===== config.mk =====
export PLATFORM = sky130hd
export DESIGN_NAME = tdm6_serializer
export DESIGN_NICKNAME = d
export VERILOG_FILES = /design/src/rtl/tdm6_pkg.sv /design/src/rtl/tdm6_clkgen.sv /design/src/rtl/tdm6_bitpos.sv /design/src/rtl/tdm6_bank.sv /design/src/rtl/tdm6_serializer.sv
export SDC_FILE = /design/constraint.sdc
export NUM_CORES = 1
export LEC_CHECK = 0
export ABC_CLOCK_PERIOD_IN_PS = 5800
export BUFFER_PORTS_ARGS = -buffer_cell sky130_fd_sc_hd__buf_2
export CAP_MARGIN = 30
export CORE_MARGIN = 2
export CORE_UTILIZATION = 40
export DETAILED_ROUTE_END_ITERATION = 8
export HOLD_SLACK_MARGIN = 0.02
export PLACE_DENSITY = 0.7
export SETUP_SLACK_MARGIN = 0.1
export SLEW_MARGIN = 5
export SYNTH_ARGS = -nofsm -noshare
export SYNTH_HDL_FRONTEND = slang
export SYNTH_SLANG_ARGS = --single-unit

===== constraint.sdc =====
create_clock -name clk -period 5.8 [get_ports clk]
set_clock_uncertainty 0.1 [all_clocks]
set_input_delay 0.87 -clock clk [delete_from_list [all_inputs] [get_ports clk]]
set_output_delay 0.87 -clock clk [all_outputs]
set_load 0.03 [all_outputs]

===== src/rtl/tdm6_pkg.sv =====
package tdm6_pkg;

  // Strobe that announces the bit-clock transition taken on the next edge.
  typedef enum logic [1:0] {
    EDGE_NONE = 2'd0,
    EDGE_RISE = 2'd1,
    EDGE_FALL = 2'd2
  } bclk_edge_e;

endpackage


===== src/rtl/tdm6_clkgen.sv =====
module tdm6_clkgen
  import tdm6_pkg::*;
#(
  parameter int HALF_DIV = 2
) (
  input  logic       clk,
  input  logic       rst,
  output logic       bclk,
  output bclk_edge_e edge_nxt
);

  localparam int DIV  = 2 * HALF_DIV;
  localparam int PH_W = (DIV > 1) ? $clog2(DIV) : 1;
  localparam logic [PH_W-1:0] PH_RISE = PH_W'(HALF_DIV - 1);
  localparam logic [PH_W-1:0] PH_FALL = PH_W'(DIV - 1);

  logic [PH_W-1:0] phase;

  always_comb begin
    edge_nxt = EDGE_NONE;
    if (phase == PH_FALL)      edge_nxt = EDGE_FALL;
    else if (phase == PH_RISE) edge_nxt = EDGE_RISE;
  end

  always_ff @(posedge clk) begin
    if (rst) begin
      phase <= '0;
      bclk  <= 1'b0;
    end else begin
      phase <= (phase == PH_FALL) ? '0 : phase + 1'b1;
      if (edge_nxt == EDGE_FALL)      bclk <= 1'b0;
      else if (edge_nxt == EDGE_RISE) bclk <= 1'b1;
    end
  end

  // a rise is only announced while the clock is low, a fall only while high
  assert_rise_from_low_R1: assert property (@(posedge clk) disable iff (rst)
    (edge_nxt == EDGE_RISE) |-> !bclk);
  assert_fall_from_high_R1: assert property (@(posedge clk) disable iff (rst)
    (edge_nxt == EDGE_FALL) |-> bclk);

endmodule


===== src/rtl/tdm6_bitpos.sv =====
module tdm6_bitpos #(
  parameter int FRAME_BITS = 256,
  parameter int IDX_W      = $clog2(FRAME_BITS)
) (
  input  logic             clk,
  input  logic             rst,
  input  logic             adv,
  output logic [IDX_W-1:0] bit_idx,
  output logic [IDX_W-1:0] next_idx,
  output logic             wrap
);

  localparam logic [IDX_W-1:0] LAST_IDX = IDX_W'(FRAME_BITS - 1);

  assign next_idx = (bit_idx == LAST_IDX) ? '0 : bit_idx + 1'b1;
  assign wrap     = adv && (bit_idx == LAST_IDX);

  always_ff @(posedge clk) begin
    if (rst)      bit_idx <= '0;
    else if (adv) bit_idx <= next_idx;
  end

  // the frame closes after its last period and restarts at zero
  assert_frame_restart_R1: assert property (@(posedge clk) disable iff (rst)
    wrap |=> (bit_idx == '0));
  assert_period_step_R1: assert property (@(posedge clk) disable iff (rst)
    (adv && !wrap) |=> (bit_idx == IDX_W'($past(bit_idx) + 1'b1)));
  assert_hold_between_R1: assert property (@(posedge clk) disable iff (rst)
    !adv |=> $stable(bit_idx));

endmodule


===== src/rtl/tdm6_bank.sv =====
module tdm6_bank #(
  parameter int SLOTS    = 6,
  parameter int SAMPLE_W = 24,
  parameter int SLOT_IW  = (SLOTS > 1) ? $clog2(SLOTS) : 1
) (
  input  logic                      clk,
  input  logic                      rst,
  input  logic                      in_valid,
  output logic                      in_ready,
  input  logic [SLOTS*SAMPLE_W-1:0] in_data,
  input  logic                      load,
  input  logic [SLOT_IW-1:0]        rd_slot,
  output logic [SAMPLE_W-1:0]       rd_word
);

  logic [SAMPLE_W-1:0] hold_q [SLOTS];
  logic [SAMPLE_W-1:0] live_q [SLOTS];
  logic                hold_empty;
  logic                accept;

  assign accept   = in_valid && hold_empty;
  assign in_ready = hold_empty;
  assign rd_word  = live_q[rd_slot];

  always_ff @(posedge clk) begin
    if (rst)         hold_empty <= 1'b1;
    else if (accept) hold_empty <= 1'b0;
    else if (load)   hold_empty <= 1'b1;
  end

  for (genvar g = 0; g < SLOTS; g++) begin : g_chan
    always_ff @(posedge clk) begin
      if (accept) hold_q[g] <= in_data[g*SAMPLE_W +: SAMPLE_W];
    end

    always_ff @(posedge clk) begin
      if (rst)                      live_q[g] <= '0;
      else if (load && !hold_empty) live_q[g] <= hold_q[g];
    end
  end

  // a taken set closes the handshake in the following cycle
  assert_ready_drops_R7: assert property (@(posedge clk) disable iff (rst)
    (in_valid && in_ready) |=> !in_ready);
  // a held set stays parked until a frame boundary
  assert_hold_until_frame_R9: assert property (@(posedge clk) disable iff (rst)
    (!in_ready && !load) |=> !in_ready);
  // a boundary empties the holding register
  assert_refill_after_load_R8: assert property (@(posedge clk) disable iff (rst)
    (!in_ready && load) |=> in_ready);

endmodule


===== src/rtl/tdm6_serializer.sv =====
module tdm6_serializer
  import tdm6_pkg::*;
#(
  parameter int SLOTS      = 6,
  parameter int SAMPLE_W   = 24,
  parameter int SLOT_W     = 32,
  parameter int FRAME_BITS = 256,
  parameter int HALF_DIV   = 2
) (
  input  logic                      clk,
  input  logic                      rst,
  input  logic                      smp_valid,
  output logic                      smp_ready,
  input  logic [SLOTS*SAMPLE_W-1:0] smp_data,
  output logic                      tdm_bclk,
  output logic                      tdm_fsync,
  output logic                      tdm_sdata
);

  localparam int IDX_W   = $clog2(FRAME_BITS);
  localparam int POS_W   = $clog2(SLOT_W);
  localparam int SNUM_W  = IDX_W - POS_W;
  localparam int SLOT_IW = (SLOTS > 1) ? $clog2(SLOTS) : 1;
  localparam int SEL_W   = $clog2(SAMPLE_W);

  localparam logic [IDX_W-1:0]  SYNC_HIGH_FROM = IDX_W'(FRAME_BITS / 2);
  localparam logic [IDX_W-1:0]  IDLE_FROM      = IDX_W'(SLOTS * SLOT_W);
  localparam logic [POS_W-1:0]  LAST_DATA_POS  = POS_W'(SAMPLE_W);
  localparam logic [SNUM_W-1:0] SLOT_LIMIT     = SNUM_W'(SLOTS);

  bclk_edge_e            edge_nxt;
  logic                  adv;
  logic [IDX_W-1:0]      bit_idx;
  logic [IDX_W-1:0]      next_idx;
  logic                  frame_wrap;
  logic [SNUM_W-1:0]     slot_num;
  logic [POS_W-1:0]      slot_pos;
  logic                  in_slot;
  logic                  in_word;
  logic [SLOT_IW-1:0]    rd_slot;
  logic [SAMPLE_W-1:0]   rd_word;
  logic [SEL_W-1:0]      bit_sel;
  logic                  next_bit;

  tdm6_clkgen #(.HALF_DIV(HALF_DIV)) u_clkgen (
    .clk      (clk),
    .rst      (rst),
    .bclk     (tdm_bclk),
    .edge_nxt (edge_nxt)
  );

  assign adv = (edge_nxt == EDGE_FALL);

  tdm6_bitpos #(.FRAME_BITS(FRAME_BITS), .IDX_W(IDX_W)) u_bitpos (
    .clk      (clk),
    .rst      (rst),
    .adv      (adv),
    .bit_idx  (bit_idx),
    .next_idx (next_idx),
    .wrap     (frame_wrap)
  );

  tdm6_bank #(.SLOTS(SLOTS), .SAMPLE_W(SAMPLE_W), .SLOT_IW(SLOT_IW)) u_bank (
    .clk      (clk),
    .rst      (rst),
    .in_valid (smp_valid),
    .in_ready (smp_ready),
    .in_data  (smp_data),
    .load     (frame_wrap),
    .rd_slot  (rd_slot),
    .rd_word  (rd_word)
  );

  // Position of the period about to start, split into slot and offset.
  assign slot_num = next_idx[IDX_W-1:POS_W];
  assign slot_pos = next_idx[POS_W-1:0];
  assign in_slot  = (slot_num < SLOT_LIMIT);
  assign in_word  = (slot_pos != '0) && (slot_pos <= LAST_DATA_POS);
  assign rd_slot  = in_slot ? slot_num[SLOT_IW-1:0] : '0;
  assign bit_sel  = SEL_W'(LAST_DATA_POS - slot_pos);
  assign next_bit = in_slot && in_word && rd_word[bit_sel];

  always_ff @(posedge clk) begin
    if (rst) begin
      tdm_fsync <= 1'b0;
      tdm_sdata <= 1'b0;
    end else if (adv) begin
      tdm_fsync <= (next_idx >= SYNC_HIGH_FROM);
      tdm_sdata <= next_bit;
    end
  end

  // line outputs move only together with a falling bit clock
  assert_fsync_on_fall_R6: assert property (@(posedge clk) disable iff (rst)
    (edge_nxt != EDGE_FALL) |=> $stable(tdm_fsync));
  assert_sdata_on_fall_R6: assert property (@(posedge clk) disable iff (rst)
    (edge_nxt != EDGE_FALL) |=> $stable(tdm_sdata));
  // sync level follows the half of the frame in progress
  assert_fsync_half_R2: assert property (@(posedge clk) disable iff (rst)
    tdm_fsync == (bit_idx >= SYNC_HIGH_FROM));
  // tail of the frame and slot-start periods are quiet
  assert_idle_tail_R5: assert property (@(posedge clk) disable iff (rst)
    (bit_idx >= IDLE_FROM) |-> !tdm_sdata);
  assert_slot_gap_R5: assert property (@(posedge clk) disable iff (rst)
    (bit_idx[POS_W-1:0] == '0) |-> !tdm_sdata);

endmodule


==> flow_summary.ini, run 1 <==
[status]
status = complete, no violations

[worst_hold_path]
hold_class = reg2reg

[floorplanning]
row_count = 63
core_um2 = 29600
dieHeight_um = 177
die_x_um = 177
start_util_pct = 40.6
ios = 151
die_area_um2 = 31500

[routing]
ant_nets = 0
via_per_inst = 5.10
drcViolationCount = 0
num_vias = 7088
routed_wl_um = 25800
drt-wirelength-per-cell_um = 18.6
firstDrtPassIters = 5
drt_first_iter_violations = 639

[timing]
hold_viol = 0
final.setup.tns_ns = 0
fmax_mhz = 258
slew_viol_final = 0
rsz0062_at_grt = false
tightestPinTransition_ns = 0.982
period_share_pct = 66.7
finalCriticalPeriod_ns = 3.87
finalSetupViolCount = 0
slew_headroom_pct = 34.6
timing.hold.ws_ns = 0.387

[critical_path]
crit_path_end_kind = register
critical_path.startpoint = u_bitpos.bit_idx[0]$_SDFFE_PP0N_
timing.critical_path.to = tdm_sdata$_SDFFE_PP0N_
worst_ep_required_time_ns = 6.14
cp_cell_sequence = ha_1 > nand3_2 > o21ai_0 > a21o_1 > nand3_1 > a211o_1 > nand3_1 > a211oi_1 > o311a_1
critPathMostFrequentCell = nand3_1
cpMaxStageDelayCell = a21o_1
reg2reg_depth = 9
path_max_fanout = 20
cp-start-kind = register
worstReg2RegStart = u_bitpos.bit_idx[0]$_SDFFE_PP0N_
crit_type = reg2reg
r2r_slack_ns = 1.93
crit_path_max_incr_delay_ns = 0.71
crit_arrival_ns = 4.21
worstReg2RegEnd = tdm_sdata$_SDFFE_PP0N_

[grt]
grt_max_degree = 112
antenna_found_initial = 0
grt_pass1_vias = 6973
overflow = 0
grt_pass1_wl_um = 38900
grt.total_usage_pct = 16.2

[pwr]
ir_drop_mv = 0.265
power.internal_uw = 3520
swShare_pct = 20.4
leakagePower_uw = 0.00516
p_comb_share_pct = 4.0
p_sw_uw = 899
power.density_nw_per_um2 = 314
seq_power_share_pct = 57.3
p_clk_share_pct = 38.7

[synthesis]
yosysWarnings = 0
ys_seq_elements = 302
synth.cell_area_um2 = 12000
syn-num-nets = 985
postSynthCellCount = 833
synth_flop_cell = edfxtp_1
synth_edf_count = 288
synthArstFlopShare_pct = 0
ys_seq_area_share_pct = 74.3
avgSynthCellArea_um2 = 14.4
synthDistinctLibCells = 56

[clock_network]
clkTransAtPathRegs_ns = 0.06
clk_latency_ns = 0.54
cts_setup_buffers = 0
clock_path_buffers = 3
cts_max_level = 1
cts_root_buf = clkbuf_16
cts_tree = yes
hold_buffers = 0
clock_sinks = 302
cts-buffers-inserted = 29
cts_resized = 0

[final_layout]
final_cell_mix = edfxtp_1 (288), buf_2 (150), and2_1 (147)
utilization_pct = 47.4
n_antenna_cell = 0
fill_cells = 2607
area_growth_pct = 16.9
nets = 1132
drive_gt1_share_pct = 21.0
final_common_cell = edfxtp_1

[place]
io_buffer_count = 150
hpwl_um = 17500
routabilityCongestion = 0.919

[run]
maxCapViolCount = 0
cells in the mapped netlist (10+ instances only):
library cell | number | area share, %
o22ai_1 | 11 | 0.57
nor2_1 | 25 | 0.78
a31oi_1 | 12 | 0.62
nand2_1 | 100 | 3.1
edfxtp_1 | 288 | 72
dfxtp_1 | 14 | 2.3
nor3_1 | 10 | 0.42
nand3_1 | 26 | 1.1
clkbuf_1 | 25 | 0.78
buf_2 | 15 | 0.62
a21oi_1 | 34 | 1.4
mux2i_1 | 19 | 1.6
and2_1 | 148 | 7.7
cell families (layout without fill, tap and decap cells):
group | after synthesis | in the layout | synth area share [%]
AOI/OAI and AO/OA | 103 | 103 | 5.60
and+or+nand+nor | 342 | 342 | 15.1
xor gates and xnor gates | 10 | 10 | 0.728
DFF | 302 | 302 | 74.3
muxes | 23 | 23 | 1.96
adders and majority gates | 5 | 5 | 0.520
buffers and inverters | 48 | 215 | 1.81
stage by stage:
stage / area [µm²] / setup WS [ns] / total power, µW / cells
after floorplan: 12000 / 0.439 / 2650 / 833
after global placement: 13200 / 2.14 / 2750 / 1338
after detailed placement: 13200 / 2.03 / 2750 / 1338
after CTS: 14000 / 2.03 / 4450 / 1389
after global routing: 14100 / 1.74 / 4570 / 1390
final: 14100 / 1.93 / 4420 / 1390
routing by layer:
layer,track usage [%],wire length (µm),up-vias
li1,-,-,3352
met1,22.5,11200,3432
met2,26.1,12300,261
met3,2.74,1650,43
met4,5.16,669,0
met5,0,0,-
power groups by stage:
stage                     combinational [µW]  sequential (µW)  clock, µW
after floorplan                         80.3             2570          0
after global placement                   174             2580          0
after detailed placement                 176             2580          0
after CTS                                177             2530       1750
after global routing                     193             2540       1840
final                                    175             2530       1710
critical path, delay by kind of cell, from the launching register on:
family / cells / cell delay [ns]
AND/OR/NAND/NOR: 3 / 0.72
AO/OA/AOI/OAI: 5 / 1.93
flip-flops: 1 / 0.52
adder cells (fa/ha/maj): 1 / 0.51
worst min-delay path by stage:
stage | startpoint | endpoint | slack [ns] | cells past startpoint
after CTS | smp_data[38] | u_bank.hold_q[1][14]$_DFFE_PP_ | 0.38 | 1
after global routing | smp_data[84] | u_bank.hold_q[3][12]$_DFFE_PP_ | 0.37 | 1
final | tdm_fsync$_SDFFE_PP0N_ | tdm_fsync$_SDFFE_PP0N_ | 0.39 | 2
after detailed placement | tdm_fsync$_SDFFE_PP0N_ | tdm_fsync$_SDFFE_PP0N_ | 0.38 | 2
after global placement | u_clkgen.phase[0]$_SDFF_PP0_ | u_clkgen.phase[0]$_SDFF_PP0_ | 0.37 | 1
after floorplan | u_clkgen.phase[0]$_SDFF_PP0_ | u_clkgen.phase[0]$_SDFF_PP0_ | 0.36 | 1
state kept, by name, summed over array words and instances, names as in the netlist:
register,count
u_bank.hold_q,144
u_bank.live_q,144
u_bitpos.bit_idx,8
u_clkgen.phase,2
tdm_fsync,1
tdm_sdata,1
u_bank.in_ready,1
u_clkgen.bclk,1
final cells by class:
class | count | area [µm²] | area share [%]
clock buffers | 36 | 752 | 5.35
flip-flops and latches | 302 | 8930 | 63.5
inverters | 4 | 15.0 | 0.107
multi-input cells | 483 | 2910 | 20.7
well taps | 390 | 488 | 3.47
clock inverters | 15 | 100 | 0.712
repair buffers | 160 | 871 | 6.19
No activity file was read; power rests on OpenSTA's default activity.
==> run 2, diff against run 1 <==
--- a/config.mk
+++ b/config.mk
@@ -5,14 +5,15 @@
 export SDC_FILE = /design/constraint.sdc
 export NUM_CORES = 1
 export LEC_CHECK = 0
-export ABC_CLOCK_PERIOD_IN_PS = 5800
+export ABC_AREA = 1
+export ABC_CLOCK_PERIOD_IN_PS = 3420
 export BUFFER_PORTS_ARGS = -buffer_cell sky130_fd_sc_hd__buf_2
 export CAP_MARGIN = 30
 export CORE_MARGIN = 2
 export CORE_UTILIZATION = 40
 export DETAILED_ROUTE_END_ITERATION = 8
 export HOLD_SLACK_MARGIN = 0.02
-export PLACE_DENSITY = 0.7
+export PLACE_DENSITY = 0.72
 export SETUP_SLACK_MARGIN = 0.1
 export SLEW_MARGIN = 5
 export SYNTH_ARGS = -nofsm -noshare
==> constraint.sdc (replaced) <==
create_clock -name clk -period 3.42 [get_ports clk]
set_clock_uncertainty 0.1 [all_clocks]
set_input_delay 0.513 -clock clk [delete_from_list [all_inputs] [get_ports clk]]
set_output_delay 0.513 -clock clk [all_outputs]
set_load 0.03 [all_outputs]
==> run 2 against run 1 <==
  * Clock-buffer cell count increased by 1
  * Synthesized cell count increased by 33%
  * Sequential share of layout area decreased by 7.3 points
  * Maximum frequency increased by 44%
  * Critical path depth increased by 11
  * Hold slack got worse by 0.36 ns
  * First-iteration DRC count increased by 16%
  * Non-clock buffer count increased by 134
  * Via count increased by 20%
  * Power increased by 80%
==> flow_summary.ini, run 2 <==
[grt]
grt_pass1_vias = 8821
grt.total_usage_pct = 17.6
antenna_found_initial = 0
overflow = 0
grt_pass1_wl_um = 46000
grt_max_degree = 81

[timing]
fmax_mhz = 373
finalSetupViolCount = 0
slew_viol_final = 0
finalCriticalPeriod_ns = 2.68
rsz0062_at_grt = false
slew_headroom_pct = 43.1
period_share_pct = 78.5
tightestPinTransition_ns = 0.854
hold_viol = 0
final.setup.tns_ns = 0

[pwr]
power.density_nw_per_um2 = 501
leakagePower_uw = 0.00695
ir_drop_mv = 0.402

[synthesis]
synth.cell_area_um2 = 12500
postSynthCellCount = 1108
yosysMostFrequentCell = edfxtp_1
yosysTopAreaCell = edfxtp_1
synth.top_cell.area_share_pct = 69.4
synthTopCellsByCount = edfxtp_1 (288), inv_1 (200), nand3_1 (168), nand2_1 (164), nor2_1 (159)
synth_edf_count = 288
ys_seq_area_share_pct = 71.6
synthArstFlopShare_pct = 0
syn-num-nets = 1260
synth_flop_cell = edfxtp_1
ys_seq_elements = 302
synth_area_leaders = edfxtp_1 (69%), nand3_1 (6.7%), inv_1 (6.0%), nand2_1 (4.9%), nor2_1 (4.8%)
synthDistinctLibCells = 28
yosysWarnings = 0
avgSynthCellArea_um2 = 11.3

[routing]
drt-wirelength-per-cell_um = 16.0
drcViolationCount = 0
routed_wl_um = 28800
via_per_inst = 4.71
drt_first_iter_violations = 739
ant_nets = 0
num_vias = 8507
firstDrtPassIters = 5

[clock_network]
cts_resized = 0
hold_buffers = 126
clkTransAtPathRegs_ns = 0.06
cts-buffers-inserted = 31
clock_path_buffers = 3
cts_root_buf = clkbuf_16
cts_tree = yes
cts_max_level = 1
clk_latency_ns = 0.58
clock_sinks = 302
cts_setup_buffers = 0

[floorplanning]
ios = 151
dieHeight_um = 181
die_area_um2 = 32600
start_util_pct = 40.7
row_count = 64
die_x_um = 181
core_um2 = 30700

[final_layout]
n_antenna_cell = 0
finalNonFillerCells = 1807
nets = 1540
top_regs = u_bank.hold_q x144, u_bank.live_q x144, u_bitpos.bit_idx x8
area_growth_pct = 27.4
fill_cells = 2613
drive_gt1_share_pct = 16.7
final_common_cell = edfxtp_1
final_cell_mix = edfxtp_1 (288), inv_1 (199), nand3_1 (168)

[worst_hold_path]
hold_class = in2reg

[critical_path]
worst_ep_required_time_ns = 3.83
path_max_fanout = 35
crit_path_end_kind = register
crit_type = reg2reg
crit_arrival_ns = 3.09
cp-start-kind = register

[place]
dp_cells = 1624
routabilityCongestion = 0.852
hpwl_um = 17600
io_buffer_count = 150

[run]
maxCapViolCount = 0

[status]
status = complete, no violations
==> run 2: path summary, 6_finish.rpt <==
| check | start | endpoint | slack [ns] | cells after the start |
|---|---|---|---|---|
| max | u_bitpos.bit_idx[0]$_SDFFE_PP0N_ | tdm_sdata$_SDFFE_PP0N_ | 0.74 | 20 |
| max reg2reg | u_bitpos.bit_idx[0]$_SDFFE_PP0N_ | tdm_sdata$_SDFFE_PP0N_ | 0.74 | 20 |
| min | smp_data[88] | u_bank.hold_q[3][16]$_DFFE_PP_ | 0.03 | 1 |
| min reg2reg | tdm_fsync$_SDFFE_PP0N_ | tdm_fsync$_SDFFE_PP0N_ | 0.36 | 2 |
==> run 2: worst max-delay path, cell delays in order, from the launching register on <==
cell,delay [ns]
dfxtp_1,0.41
ha_1,0.20
nand2_2,0.09
nor2_2,0.11
nand2_1,0.06
nand2_1,0.07
nand2_2,0.09
nand2_2,0.10
buf_4,0.35
nand3_1,0.16
nand3_1,0.13
nand3_1,0.14
nand2_1,0.12
inv_2,0.03
nor2_1,0.09
nand2_1,0.06
nand3_1,0.07
nand2_1,0.06
nand2_1,0.05
nand3_1,0.06
nand2_1,0.07
==> run 2: where the power goes <==
group          internal [µW]  leakage (µW)  switching (µW)
clock                   1810      0.000468            1400
sequential              4230       0.00298            52.7
combinational            223       0.00350             246
==> run 2: metal layers <==
metal / vias to the layer above / GRT usage (%) / wire, µm
li1: 4156 / - / -
met1: 4014 / 23.5 / 12300
met2: 280 / 29.7 / 14100
met3: 57 / 2.45 / 1500
met4: 0 / 5.81 / 871
met5: - / 0 / 0
==> run 2: cells by family (layout without fill, tap and decap cells) <==
group | after synthesis | count (layout) | share of synthesized area (%)
xor+xnor | 2 | 2 | 0.141
fa+ha+maj | 5 | 5 | 0.502
simple gates | 527 | 527 | 18.5
buf+inv | 260 | 563 | 8.67
flops | 302 | 302 | 71.6
compound gates | 12 | 12 | 0.542
==> run 2: final cells by class <==
cell class                 count  area [µm²]  area share [%]
multi-input combinational    546        2480            15.6
timing repair buffer         294        2220            14.0
clock buffer                  37         798            5.02
tap                          396         495            3.12
sequential                   302        8930            56.2
clock inverter                19         160            1.01
inverter                     213         803            5.05
==> run 2: metrics by stage <==
stage	area, µm²	power (µW)	hold slack (ns)	utilization, %	worst slack [ns]
floorplan	12500	4530	0.362	-	0.196
global placement	13700	4700	0.346	44.5	0.794
detailed placement	13700	4700	0.349	44.5	0.758
CTS	15900	8010	0.0200	51.8	0.742
global route	15900	8220	0.0210	51.8	0.345
finish	15900	7970	0.0288	51.8	0.737
